<file path="src/rtl/scl_pacer_pkg.sv">
package scl_pacer_pkg;
  typedef enum logic [1:0] {
    ST_IDLE  = 2'd0,
    ST_LOW   = 2'd1,
    ST_HWAIT = 2'd2,
    ST_HIGH  = 2'd3
  } pace_state_t;

  localparam int unsigned MIN_LEGAL_RELOAD = 2;
endpackage

</file>
<file path="src/rtl/scl_line_sync.sv">
module scl_line_sync #(
  parameter int unsigned STAGES = 2
) (
  input  logic clk,
  input  logic rst_n,
  input  logic raw_in,
  output logic synced
);
  logic [STAGES-1:0] flop_q;

  genvar g;
  generate
    for (g = 0; g < STAGES; g++) begin : g_stage
      if (g == 0) begin : g_first
        always_ff @(posedge clk or negedge rst_n) begin
          if (!rst_n) flop_q[g] <= 1'b1;
          else        flop_q[g] <= raw_in;
        end
      end else begin : g_next
        always_ff @(posedge clk or negedge rst_n) begin
          if (!rst_n) flop_q[g] <= 1'b1;
          else        flop_q[g] <= flop_q[g-1];
        end
      end
    end
  endgenerate

  assign synced = flop_q[STAGES-1];
endmodule

</file>
<file path="src/rtl/half_period_counter.sv">
module half_period_counter #(
  parameter int unsigned CNT_W = 12
) (
  input  logic             clk,
  input  logic             rst_n,
  input  logic             clr,
  input  logic             load,
  input  logic             dec,
  input  logic [CNT_W-1:0] load_val,
  output logic [CNT_W-1:0] count,
  output logic             at_zero
);
  logic [CNT_W-1:0] cnt_q, cnt_d;
  logic             cnt_en;

  always_comb begin
    cnt_en = clr | load | dec;
    if (clr)       cnt_d = '0;
    else if (load) cnt_d = load_val;
    else           cnt_d = cnt_q - CNT_W'(1);
  end

  always_ff @(posedge clk or negedge rst_n) begin
    if (!rst_n)      cnt_q <= '0;
    else if (cnt_en) cnt_q <= cnt_d;
  end

  assign count   = cnt_q;
  assign at_zero = (cnt_q == '0);
endmodule

</file>
<file path="src/rtl/scl_pacer.sv">
module scl_pacer
  import scl_pacer_pkg::*;
#(
  parameter int unsigned CNT_W       = 12,
  parameter int unsigned SYNC_STAGES = 2
) (
  input  logic             clk,
  input  logic             rst_n,
  input  logic             run_en,
  input  logic [CNT_W-1:0] reload_val,
  input  logic             scl_in,
  output logic             scl_drive_low,
  output logic             half_tick,
  output logic             bad_reload
);
  localparam logic [CNT_W-1:0] MIN_RL = CNT_W'(MIN_LEGAL_RELOAD);

  pace_state_t      st_q, st_d;
  logic             tick_q, tick_d;
  logic             bad_q, bad_d;
  logic             scl_hi;
  logic             legal;
  logic             c_clr, c_load, c_dec, c_zero;
  logic [CNT_W-1:0] cnt_q;

  scl_line_sync #(.STAGES(SYNC_STAGES)) i_sync (
    .clk    (clk),
    .rst_n  (rst_n),
    .raw_in (scl_in),
    .synced (scl_hi)
  );

  half_period_counter #(.CNT_W(CNT_W)) i_cnt (
    .clk      (clk),
    .rst_n    (rst_n),
    .clr      (c_clr),
    .load     (c_load),
    .dec      (c_dec),
    .load_val (reload_val),
    .count    (cnt_q),
    .at_zero  (c_zero)
  );

  assign legal = (reload_val >= MIN_RL);

  always_comb begin
    st_d   = st_q;
    tick_d = 1'b0;
    c_clr  = 1'b0;
    c_load = 1'b0;
    c_dec  = 1'b0;
    bad_d  = !legal;
    if (!run_en || !legal) begin
      st_d  = ST_IDLE;
      c_clr = 1'b1;
    end else begin
      unique case (st_q)
        ST_IDLE: begin
          st_d   = ST_LOW;
          c_load = 1'b1;
        end
        ST_LOW: begin
          if (c_zero) begin
            st_d   = ST_HWAIT;
            tick_d = 1'b1;
          end else begin
            c_dec = 1'b1;
          end
        end
        ST_HWAIT: begin
          if (scl_hi) begin
            st_d   = ST_HIGH;
            c_load = 1'b1;
          end
        end
        ST_HIGH: begin
          if (c_zero) begin
            st_d   = ST_LOW;
            c_load = 1'b1;
            tick_d = 1'b1;
          end else begin
            c_dec = 1'b1;
          end
        end
        default: st_d = ST_IDLE;
      endcase
    end
  end

  always_ff @(posedge clk or negedge rst_n) begin
    if (!rst_n) begin
      st_q   <= ST_IDLE;
      tick_q <= 1'b0;
      bad_q  <= 1'b0;
    end else begin
      st_q   <= st_d;
      tick_q <= tick_d;
      bad_q  <= bad_d;
    end
  end

  assign scl_drive_low = (st_q == ST_LOW);
  assign half_tick     = tick_q;
  assign bad_reload    = bad_q;
endmodule

</file>
<file path="config.mk">
export PLATFORM = sky130hd
export DESIGN_NAME = scl_pacer
export DESIGN_NICKNAME = d
export VERILOG_FILES = /design/src/rtl/scl_pacer_pkg.sv /design/src/rtl/scl_line_sync.sv /design/src/rtl/half_period_counter.sv /design/src/rtl/scl_pacer.sv
export SDC_FILE = /design/constraint.sdc
export NUM_CORES = 1
export LEC_CHECK = 0
export BUFFER_PORTS_ARGS = -buffer_cell sky130_fd_sc_hd__buf_2
export CORE_ASPECT_RATIO = 2
export CORE_MARGIN = 3
export CORE_UTILIZATION = 40
export DETAILED_ROUTE_END_ITERATION = 6
export SYNTH_ARGS = -nofsm -noshare
export SYNTH_HDL_FRONTEND = slang
export SYNTH_SLANG_ARGS = --single-unit
export TNS_END_PERCENT = 20
</file>
<file path="constraint.sdc">
create_clock -name clk -period 2 [get_ports clk]
set_input_delay 0.1 -clock clk [delete_from_list [all_inputs] [get_ports clk]]
set_output_delay 0.1 -clock clk [all_outputs]
set_load 0.02 [all_outputs]
</file>
==> results.cfg, run 1 <==
[power]
power_density_nw_per_um2 = 1630
leakage_nw = 0.709
vdd_drop_max_uv = 753

[global_route]
grtUsageMet2 = 0.371
grt_use_met3 = 0.0329
top_usage_layer = met2
track_usage = 0.200
antenna_found_initial = 0
first_global_vias = 1224
grt_first_pass_wirelength_um = 5420
use_met1 = 0.209
grt_max_degree = 19
overflow = 0

[worst_setup_path]
cp_common_cell = buf_4
cp.arrival_ns = 2.10
cp.required_ns = 2.14
r2r_slack_ns = 0.04
critPathCaptureType = register
reg2reg_to = i_cnt.count[7]
path_class = register to register
cp_max_fo = 6
r2r_cells = 7
critPathLaunch = i_cnt.count[10]
r2r_start = i_cnt.count[10]
cp_cell_sequence = nor4_2 > buf_4 > and4_4 > nor3_1 > buf_4 > a22o_1 > a211o_1
cp_slowest_cell = dfrtp_1
critPathLaunchType = register
slowest_delay_ns = 0.41

[floorplan]
start_util = 0.417
die_x_um = 44.0
io_pins = 19
core-area_um2 = 2770
die-area_um2 = 3610
fp.dieH_um = 82.0
row_count = 27

[timing]
rsz0062_at_grt = true
tightestPinTransition_ns = 0.462
finalSetupTns_ns = 0
fin_skew_ns = 0.00601
fin_crit_ns = 1.96
slew_violations = 0
max_slew_margin = 0.689
hold_violations = 0
setup_violations = 0
fmax_mhz = 510
fin_crit_sh = 0.980

[clock_network]
cts_buffers = 3
htreeDepth = 1
clkTransAtPathRegs_ns = 0.07
clockRootBuffer = clkbuf_8
cts_tree = built
cts_sinks = 18
clkLatencyLatePin_ns = 0.26
cts_max_path_buffers = 2

[cells_and_area]
post-route-util = 0.551
multi_input_area_um2 = 714
mostFrequentLayoutCells = 18 x buf_2, 17 x buf_4, 15 x dfrtp_1, 10 x nor2_1
syn_to_final_growth_pct = 32.3
fin_nets = 185
final_common_cell = buf_2
diodes = 0
fillers = 280
drive_above_1_share = 0.380
ff_latch_area_um2 = 454

[logic_synthesis]
synth_edf_count = 0
syn-cell-area_um2 = 1150
ys_seq_area_frac = 0.392
synth_top_flop_cell = dfrtp_1
synth-async-reset-ratio = 1.00
ys_types = 43
yosys_warnings = 0
postSynthCellCount = 125
ys_seq_elements = 18
syn_nets = 146
synth.avg_cell_area_um2 = 9.24

[route]
wl_per_cell_um = 16.8
drt_wl_total_um = 3240
vias_per_cell = 5.96
antenna_left = 0
vias = 1144
drt_first_pass_iters = 4
drt-initial-drc-count = 40
drcViolationCount = 0

[worst_hold_path]
min_from = reload_val[11]
holdCritPathClass = input port to register
min_to = i_cnt.count[11]
whs_path_depth = 2

[placement]
io_buffers = 18
gp_congestion = 0.924
dp_hpwl_um = 2450

[flow_run]
maxCapViolCount = 0

[run_status]
status = finished clean
synth_stat cells, drive strengths merged (2+ instances only):
| library cell | count | area (um^2) |
|---|---|---|
| dfrtp | 16 | 400 |
| nor2 | 12 | 45.0 |
| a21oi | 7 | 35.0 |
| nand3 | 7 | 35.0 |
| nand2 | 6 | 22.5 |
| o21ai | 6 | 30.0 |
| ha | 5 | 62.6 |
| inv | 5 | 18.8 |
| nor3 | 5 | 30.0 |
| or3 | 5 | 31.3 |
| a211oi | 4 | 30.0 |
| a221o | 4 | 40.0 |
| nor4 | 4 | 31.3 |
| a211o | 3 | 26.3 |
| buf | 3 | 21.3 |
| nor2b | 3 | 18.8 |
| and3 | 2 | 12.5 |
| dfstp | 2 | 52.6 |
| nor3b | 2 | 15.0 |
| o31ai | 2 | 15.0 |
| or2 | 2 | 12.5 |
| xnor2 | 2 | 17.5 |
worst max-delay path: cells and delay by family (launching register included):
family	cells	cell delay, ns
flops	1	0.41
buf+inv	2	0.33
simple gates	3	0.61
compound gates	2	0.50
layout make-up:
cell class / instances / area share
multi-input combinational: 98 / 0.468
sequential: 18 / 0.297
timing repair buffer: 38 / 0.163
clock buffer: 4 / 0.0360
tap: 29 / 0.0238
inverter: 5 / 0.0123
flip-flops by register name (all words and copies together) (netlist names):
name	count
half_tick	1
bad_reload	1
i_cnt.count	12
st_q	2
i_sync.flop_q	1
i_sync.synced	1
how the worst max path moves through the flow:
| stage | slack [ns] | cells after the start | end |
|---|---|---|---|
| 3_5_place_dp | -0.06 | 7 | i_cnt.count[10] |
| 4_1_cts | -0.006 | 7 | i_cnt.count[1] |
| 2_1_floorplan | 0.11 | 8 | i_cnt.count[3] |
| 5_1_grt | -0.06 | 7 | i_cnt.count[5] |
| 3_3_place_gp | -0.04 | 6 | i_cnt.count[6] |
| 6_report | 0.04 | 7 | i_cnt.count[7] |
report_power, final:
part / switching, mW / internal [mW]
combinational: 0.774 / 0.756
clock: 0.125 / 0.175
sequential: 0.164 / 0.491
logic make-up after synthesis:
logic type | Yosys count | share of synthesized area
and+or+nand+nor | 55 | 0.270
AOI/OAI and AO/OA | 34 | 0.210
DFF | 18 | 0.392
buffers and inverters | 9 | 0.0379
adders and majority gates | 5 | 0.0542
xor gates and xnor gates | 3 | 0.0228
muxes | 1 | 0.0130
routing by layer:
metal | share of wire | wire [um]
met5 | 0 | 0
met4 | 0.036 | 116
met3 | 0.041 | 134
met2 | 0.57 | 1850
met1 | 0.35 | 1140
what timing repair did:
action	4_1_cts	5_1_grt
pin swaps	0	7
hold buffers	2	0
setup endpoints to repair	5	10
resized for setup	3	18
buffers inserted	0	3
hold endpoints to repair	17	0
through the flow:
| step | hold WS [ns] | setup WS, ns | power, mW | area [um^2] | cells |
|---|---|---|---|---|---|
| after global placement | 0.0631 | -0.0356 | 1.92 | 1370 | 183 |
| after global routing | 0.0781 | -0.0620 | 2.70 | 1530 | 192 |
| after CTS | 0.0734 | -0.00620 | 2.27 | 1450 | 189 |
| final | 0.0779 | 0.0402 | 2.48 | 1530 | 192 |
| after floorplan | -0.196 | 0.112 | 1.49 | 1150 | 125 |
| after detailed placement | 0.0628 | -0.0551 | 1.94 | 1370 | 183 |
Power figures use the tool's default switching activity.
==> run 2, diff against run 1 <==
--- a/config.mk
+++ b/config.mk
@@ -5,11 +5,13 @@
 export SDC_FILE = /design/constraint.sdc
 export NUM_CORES = 1
 export LEC_CHECK = 0
+export ABC_AREA = 1
 export BUFFER_PORTS_ARGS = -buffer_cell sky130_fd_sc_hd__buf_2
 export CORE_ASPECT_RATIO = 2
 export CORE_MARGIN = 3
 export CORE_UTILIZATION = 40
 export DETAILED_ROUTE_END_ITERATION = 6
+export HOLD_SLACK_MARGIN = 0.02
 export SYNTH_ARGS = -nofsm -noshare
 export SYNTH_HDL_FRONTEND = slang
 export SYNTH_SLANG_ARGS = --single-unit
==> run 2 against run 1 <==
- sequential power shrank 3%
- die area rose by 10%
- first-iteration DRC count decreased by 65%
- area after synthesis is 11% higher
- synthesized cell count up 29%
- sequential share of layout area grew 1.2 points
- maximum frequency rose by 13%
- non-clock buffer count shrank 18
- utilization is 6.6 points lower
- clock skew down 0.0037 ns
- largest cell class unchanged
- largest power group unchanged
==> results.cfg, run 2 <==
[route]
vias_per_cell = 5.45
antenna_left = 0
drt_wl_total_um = 2950
drcViolationCount = 0
vias = 1150
drt-initial-drc-count = 14
drt_first_pass_iters = 4
wl_per_cell_um = 14.0

[cells_and_area]
fin_nets = 203
design_area_um2 = 1460
largest_reg_flops = 12
drive_above_1_share = 0.249
final_common_cell = nand2_1
syn_to_final_growth_pct = 13.6
diodes = 0
mostFrequentLayoutCells = 31 x nand2_1, 25 x nand3_1, 18 x buf_2, 16 x dfrtp_1, 14 x nor2_1
multi_input_area_um2 = 747
fillers = 310
ff_latch_area_um2 = 453

[floorplan]
core-area_um2 = 3010
die-area_um2 = 3980
io_pins = 19
fp.dieH_um = 86.2
start_util = 0.427
row_count = 28
die_x_um = 46.1

[logic_synthesis]
netlist_top_cells_count = 31 x nand2_1, 25 x nand3_1, 16 x dfrtp_1
synth.area.top_cells = dfrtp_1 31%, nand3_1 9.7%, nand2_1 9.0%
ys_seq_area_frac = 0.352
post-synth-top-area-cell = dfrtp_1
ys_types = 26
synth-async-reset-ratio = 1.00
yosysMostFrequentCell = nand2_1
synth_top_area_frac = 0.311
syn-cell-area_um2 = 1290
syn_nets = 182
ys_seq_elements = 18
yosys_warnings = 0
postSynthCellCount = 161
synth_edf_count = 0
synth.avg_cell_area_um2 = 8.00
synth_top_flop_cell = dfrtp_1

[clock_network]
post_cts_buffers = 0
cts_buffers = 3
clkTransAtPathRegs_ns = 0.07
htreeDepth = 1
cts_tree = built
clockRootBuffer = clkbuf_8
cts_sinks = 18
cts_max_path_buffers = 2
clkLatencyLatePin_ns = 0.26

[power]
power_density_nw_per_um2 = 1470
leakage_nw = 0.724
vdd_drop_max_uv = 856
power_mw = 2.15

[timing]
setup_violations = 0
rsz0062_at_grt = false
fin_skew_ns = 0.00229
tightestPinTransition_ns = 0.441
fin_crit_ns = 1.73
fin_crit_sh = 0.866
finalSetupTns_ns = 0
max_slew_margin = 0.706
fmax_mhz = 577
slew_violations = 0
hold_violations = 0

[worst_setup_path]
cp.arrival_ns = 1.93
critPathCaptureType = register
cp.required_ns = 2.20
critPathLaunchType = register
cp_max_fo = 11
path_class = register to register

[placement]
dp_hpwl_um = 2320
gp_congestion = 0.838
postPlaceCellArea_um2 = 1380
io_buffers = 18

[global_route]
first_global_vias = 1172
grt_first_pass_wirelength_um = 4770
grt_max_degree = 19
overflow = 0
track_usage = 0.161
antenna_found_initial = 0

[flow_run]
maxCapViolCount = 0

[run_status]
status = finished clean

[worst_hold_path]
holdCritPathClass = input port to register
## run 2: cell types whose count changed in the layout (fill, tap and decap cells not counted), moves of 5 or more
cell     before  now
a21oi_1       7    2
o21ai_0       5    0
inv_1         4   13
or3_1         5    0
nand2_1       6   31
xor2_1        1    6
buf_4        17    0
nand3_2       0    5
nand4_1       1   13
nand3_1       7   25
## run 2: area by class of cell
type / count / area share
clock buffer: 4 / 0.0376
tap: 30 / 0.0257
inverter: 16 / 0.0411
multi-input combinational: 123 / 0.511
timing repair buffer: 20 / 0.0753
sequential: 18 / 0.310
## run 2: metal layers
layer	GRT usage	vias up	share of wire
met3	0.0208	4	0.033
met5	0	-	0
li1	-	570	-
met1	0.173	549	0.38
met4	0.0959	0	0.016
met2	0.278	27	0.57
## run 2: stage by stage
step / setup WS [ns] / util / instances / hold slack, ns
6_report: 0.268 / 0.485 / 211 / 0.0737
5_1_grt: 0.142 / 0.485 / 211 / 0.0862
4_1_cts: 0.168 / 0.483 / 211 / 0.0786
3_5_place_dp: 0.173 / 0.458 / 205 / 0.0619
3_3_place_gp: 0.244 / 0.458 / 205 / 0.0581
2_1_floorplan: 0.475 / - / 161 / -0.196
## run 2: worst max-delay path: stages (launching register included)
cell	delay [ns]
dfrtp_1	0.38
inv_1	0.13
ha_1	0.19
nand2_1	0.07
nor2_2	0.15
nand3_2	0.11
nand2_4	0.10
nand3_4	0.15
inv_2	0.21
nand2_1	0.09
nand3_1	0.09
## run 2: timing repair
| action | 4_1_cts | 5_1_grt |
|---|---|---|
| setup endpoints to repair | 0 | 3 |
| hold buffers | 2 | 0 |
| gates resized for setup | 0 | 1 |
| hold endpoints to repair | 17 | 0 |
## run 2: cells by family after synthesis
| group | after synthesis | synth area share |
|---|---|---|
| AND/OR/NAND/NOR | 103 | 0.435 |
| buffers and inverters | 20 | 0.0739 |
| flip-flops | 18 | 0.352 |
| XOR/XNOR | 10 | 0.0680 |
| AO/OA/AOI/OAI | 5 | 0.0224 |
| adder cells (fa/ha/maj) | 5 | 0.0486 |
## run 2: worst paths after layout
path / from / endpoint / slack, ns / cells after the start
max reg2reg: i_cnt.count[0] / i_cnt.count[7] / 0.27 / 10
min in group asynchronous: rst_n / half_tick / 0.30 / 2
min reg2reg: i_sync.flop_q[0] / i_sync.synced / 0.36 / 0
max in group asynchronous: rst_n / i_sync.flop_q[0] / 1.38 / 2
max: i_cnt.count[0] / i_cnt.count[7] / 0.27 / 10
min: reload_val[6] / i_cnt.count[6] / 0.07 / 3
## run 2: where the power goes
group          switching [mW]  leakage, nW  total, mW  internal [mW]
Sequential              0.146        0.231      0.637          0.491
Clock                   0.135       0.0288      0.311          0.175
Combinational           0.766        0.464       1.20          0.431
Total                    1.05        0.724       2.15           1.10
==> run 3, diff against run 2 <==
--- a/config.mk
+++ b/config.mk
@@ -9,9 +9,10 @@
 export BUFFER_PORTS_ARGS = -buffer_cell sky130_fd_sc_hd__buf_2
 export CORE_ASPECT_RATIO = 2
 export CORE_MARGIN = 3
-export CORE_UTILIZATION = 40
+export CORE_UTILIZATION = 24
 export DETAILED_ROUTE_END_ITERATION = 6
 export HOLD_SLACK_MARGIN = 0.02
+export REMOVE_ABC_BUFFERS = 1
 export SYNTH_ARGS = -nofsm -noshare
 export SYNTH_HDL_FRONTEND = slang
 export SYNTH_SLANG_ARGS = --single-unit
==> run 3 against run 2 <==
- global-route usage is 4.7 points lower
- routed wire length is 11% higher
- hold slack worse by 0.0035 ns
- critical path depth stayed put
- highest routed layer unchanged
==> results.cfg, run 3 (synthesis gave the netlist of run 2 again) <==
[placement]
gp_congestion = 0.833
dp_hpwl_um = 2690
postPlaceCellArea_um2 = 1420
io_buffers = 18

[timing]
tightestPinTransition_ns = 0.441
finalSetupTns_ns = 0
rsz0062_at_grt = false
whs_ns = 0.0701
hold_violations = 0
setup_violations = 0
fin_crit_sh = 0.845
max_slew_margin = 0.705
slew_violations = 0
fmax_mhz = 592
fin_skew_ns = 0.00787
fin_crit_ns = 1.69

[worst_setup_path]
path_class = register to register
r2r_cells = 10
critPathLaunchType = register
cp_common_cell = nand2_1
cp_cell_sequence = inv_1 > ha_1 > nand2_1 > nor2_2 > nand3_2 > nand2_4 > nand3_4 > inv_2 > nand2_1 > nand3_1
critPathCapture = i_cnt.count[5]
critPathTopFamily = simple AND/OR/NAND/NOR gates
cp_slowest_cell = dfrtp_1
critPathCaptureType = register
r2r_slack_ns = 0.31
slowest_delay_ns = 0.37
r2r_start = i_cnt.count[0]
cp.arrival_ns = 1.89
cp_max_fo = 11
path_buf_inv = 2
cp.required_ns = 2.20
critPathLaunch = i_cnt.count[0]
path_depth = 10
reg2reg_to = i_cnt.count[5]

[clock_network]
cts_tree = built
clkLatencyLatePin_ns = 0.26
cts_max_path_buffers = 2
clkTransAtPathRegs_ns = 0.08
cts_sinks = 18
clockRootBuffer = clkbuf_8
cts_buffers = 3
htreeDepth = 1

[cells_and_area]
drive_above_1_share = 0.247
mostFrequentLayoutCells = 31 x nand2_1, 25 x nand3_1, 18 x buf_2, 16 x dfrtp_1, 14 x nor2_1
final_common_cell = nand2_1
design_area_um2 = 1490
post-route-util = 0.287
diodes = 0
fillers = 591
syn_to_final_growth_pct = 15.5
largest_reg_flops = 12
fin_nets = 204

[global_route]
antenna_found_initial = 0
first_global_vias = 1254
track_usage = 0.114
grt_first_pass_wirelength_um = 5510
overflow = 0
grt_max_degree = 19

[route]
wl_per_cell_um = 13.6
drt_first_pass_iters = 4
vias = 1171
drt_wl_total_um = 3270
drt-initial-drc-count = 65
vias_per_cell = 4.88
drcViolationCount = 0
antenna_left = 0

[power]
p_sw_mw = 1.08
clkPwrFrac = 0.127
vdd_drop_max_uv = 459
pwr-share-comb = 0.575
pwr-share-seq = 0.298
power_density_nw_per_um2 = 1450
sw_frac_of_total = 0.500
leakage_nw = 0.721
internal_power_mw = 1.08
power_mw = 2.15

[floorplan]
io_pins = 19
die_x_um = 57.8
die-area_um2 = 6330
core-area_um2 = 5180
fp.dieH_um = 110
start_util = 0.248
row_count = 37

[worst_hold_path]
holdCritPathClass = input port to register

[run_status]
status = finished clean

[flow_run]
maxCapViolCount = 0
run 3: cell type report:
class / count / area (um^2) / area share
clock buffers: 4 / 45.0 / 0.0303
well taps: 58 / 72.6 / 0.0488
repair buffers: 21 / 118 / 0.0791
inverters: 16 / 60.1 / 0.0404
multi-input cells: 123 / 739 / 0.497
flip-flops and latches: 18 / 453 / 0.304
run 3: worst min path at each step:
stage | start | to | slack (ns) | depth (start not counted)
global route | reload_val[2] | i_cnt.count[2] | 0.1 | 3
detailed placement | rst_n | i_cnt.count[9] | 0.07 | 1
CTS | reload_val[3] | i_cnt.count[3] | 0.08 | 3
floorplan | rst_n | bad_reload | -0.20 | 0
finish | reload_val[11] | i_cnt.count[11] | 0.07 | 3
global placement | rst_n | i_cnt.count[9] | 0.06 | 1
run 3: layer usage:
layer  wire, um  GRT usage  up-vias
met4        162     0.0796        0
met3        107     0.0153       12
met1       1070     0.0998      547
met5          0          0        -
met2       1940      0.225       37
li1           -          -      575
run 3: power by group through the flow:
stage / Clock [mW] / Sequential (mW) / Combinational, mW
floorplan: 0 / 0.606 / 0.947
global placement: 0 / 0.644 / 1.22
detailed placement: 0 / 0.648 / 1.23
CTS: 0.276 / 0.641 / 1.24
global route: 0.299 / 0.655 / 1.39
finish: 0.274 / 0.641 / 1.24
run 3: what timing repair did:
action | CTS | global route
resized for setup | 0 | 0
hold endpoints to repair | 17 | 0
buffers inserted | 0 | 0
hold buffers | 2 | 0
run 3: per-stage QoR:
stage,worst slack [ns],cells
floorplan,0.366,157
global placement,0.367,234
detailed placement,0.314,234
CTS,0.296,240
global route,0.136,240
finish,0.310,240
run 3: worst register-to-register path, stage by stage, from the launching register on:
cell and delay, ns:
dfrtp_1 0.37, inv_1 0.13, ha_1 0.19, nand2_1 0.07, nor2_2 0.14, nand3_2 0.10
nand2_4 0.11, nand3_4 0.15, inv_2 0.20, nand2_1 0.08, nand3_1 0.08
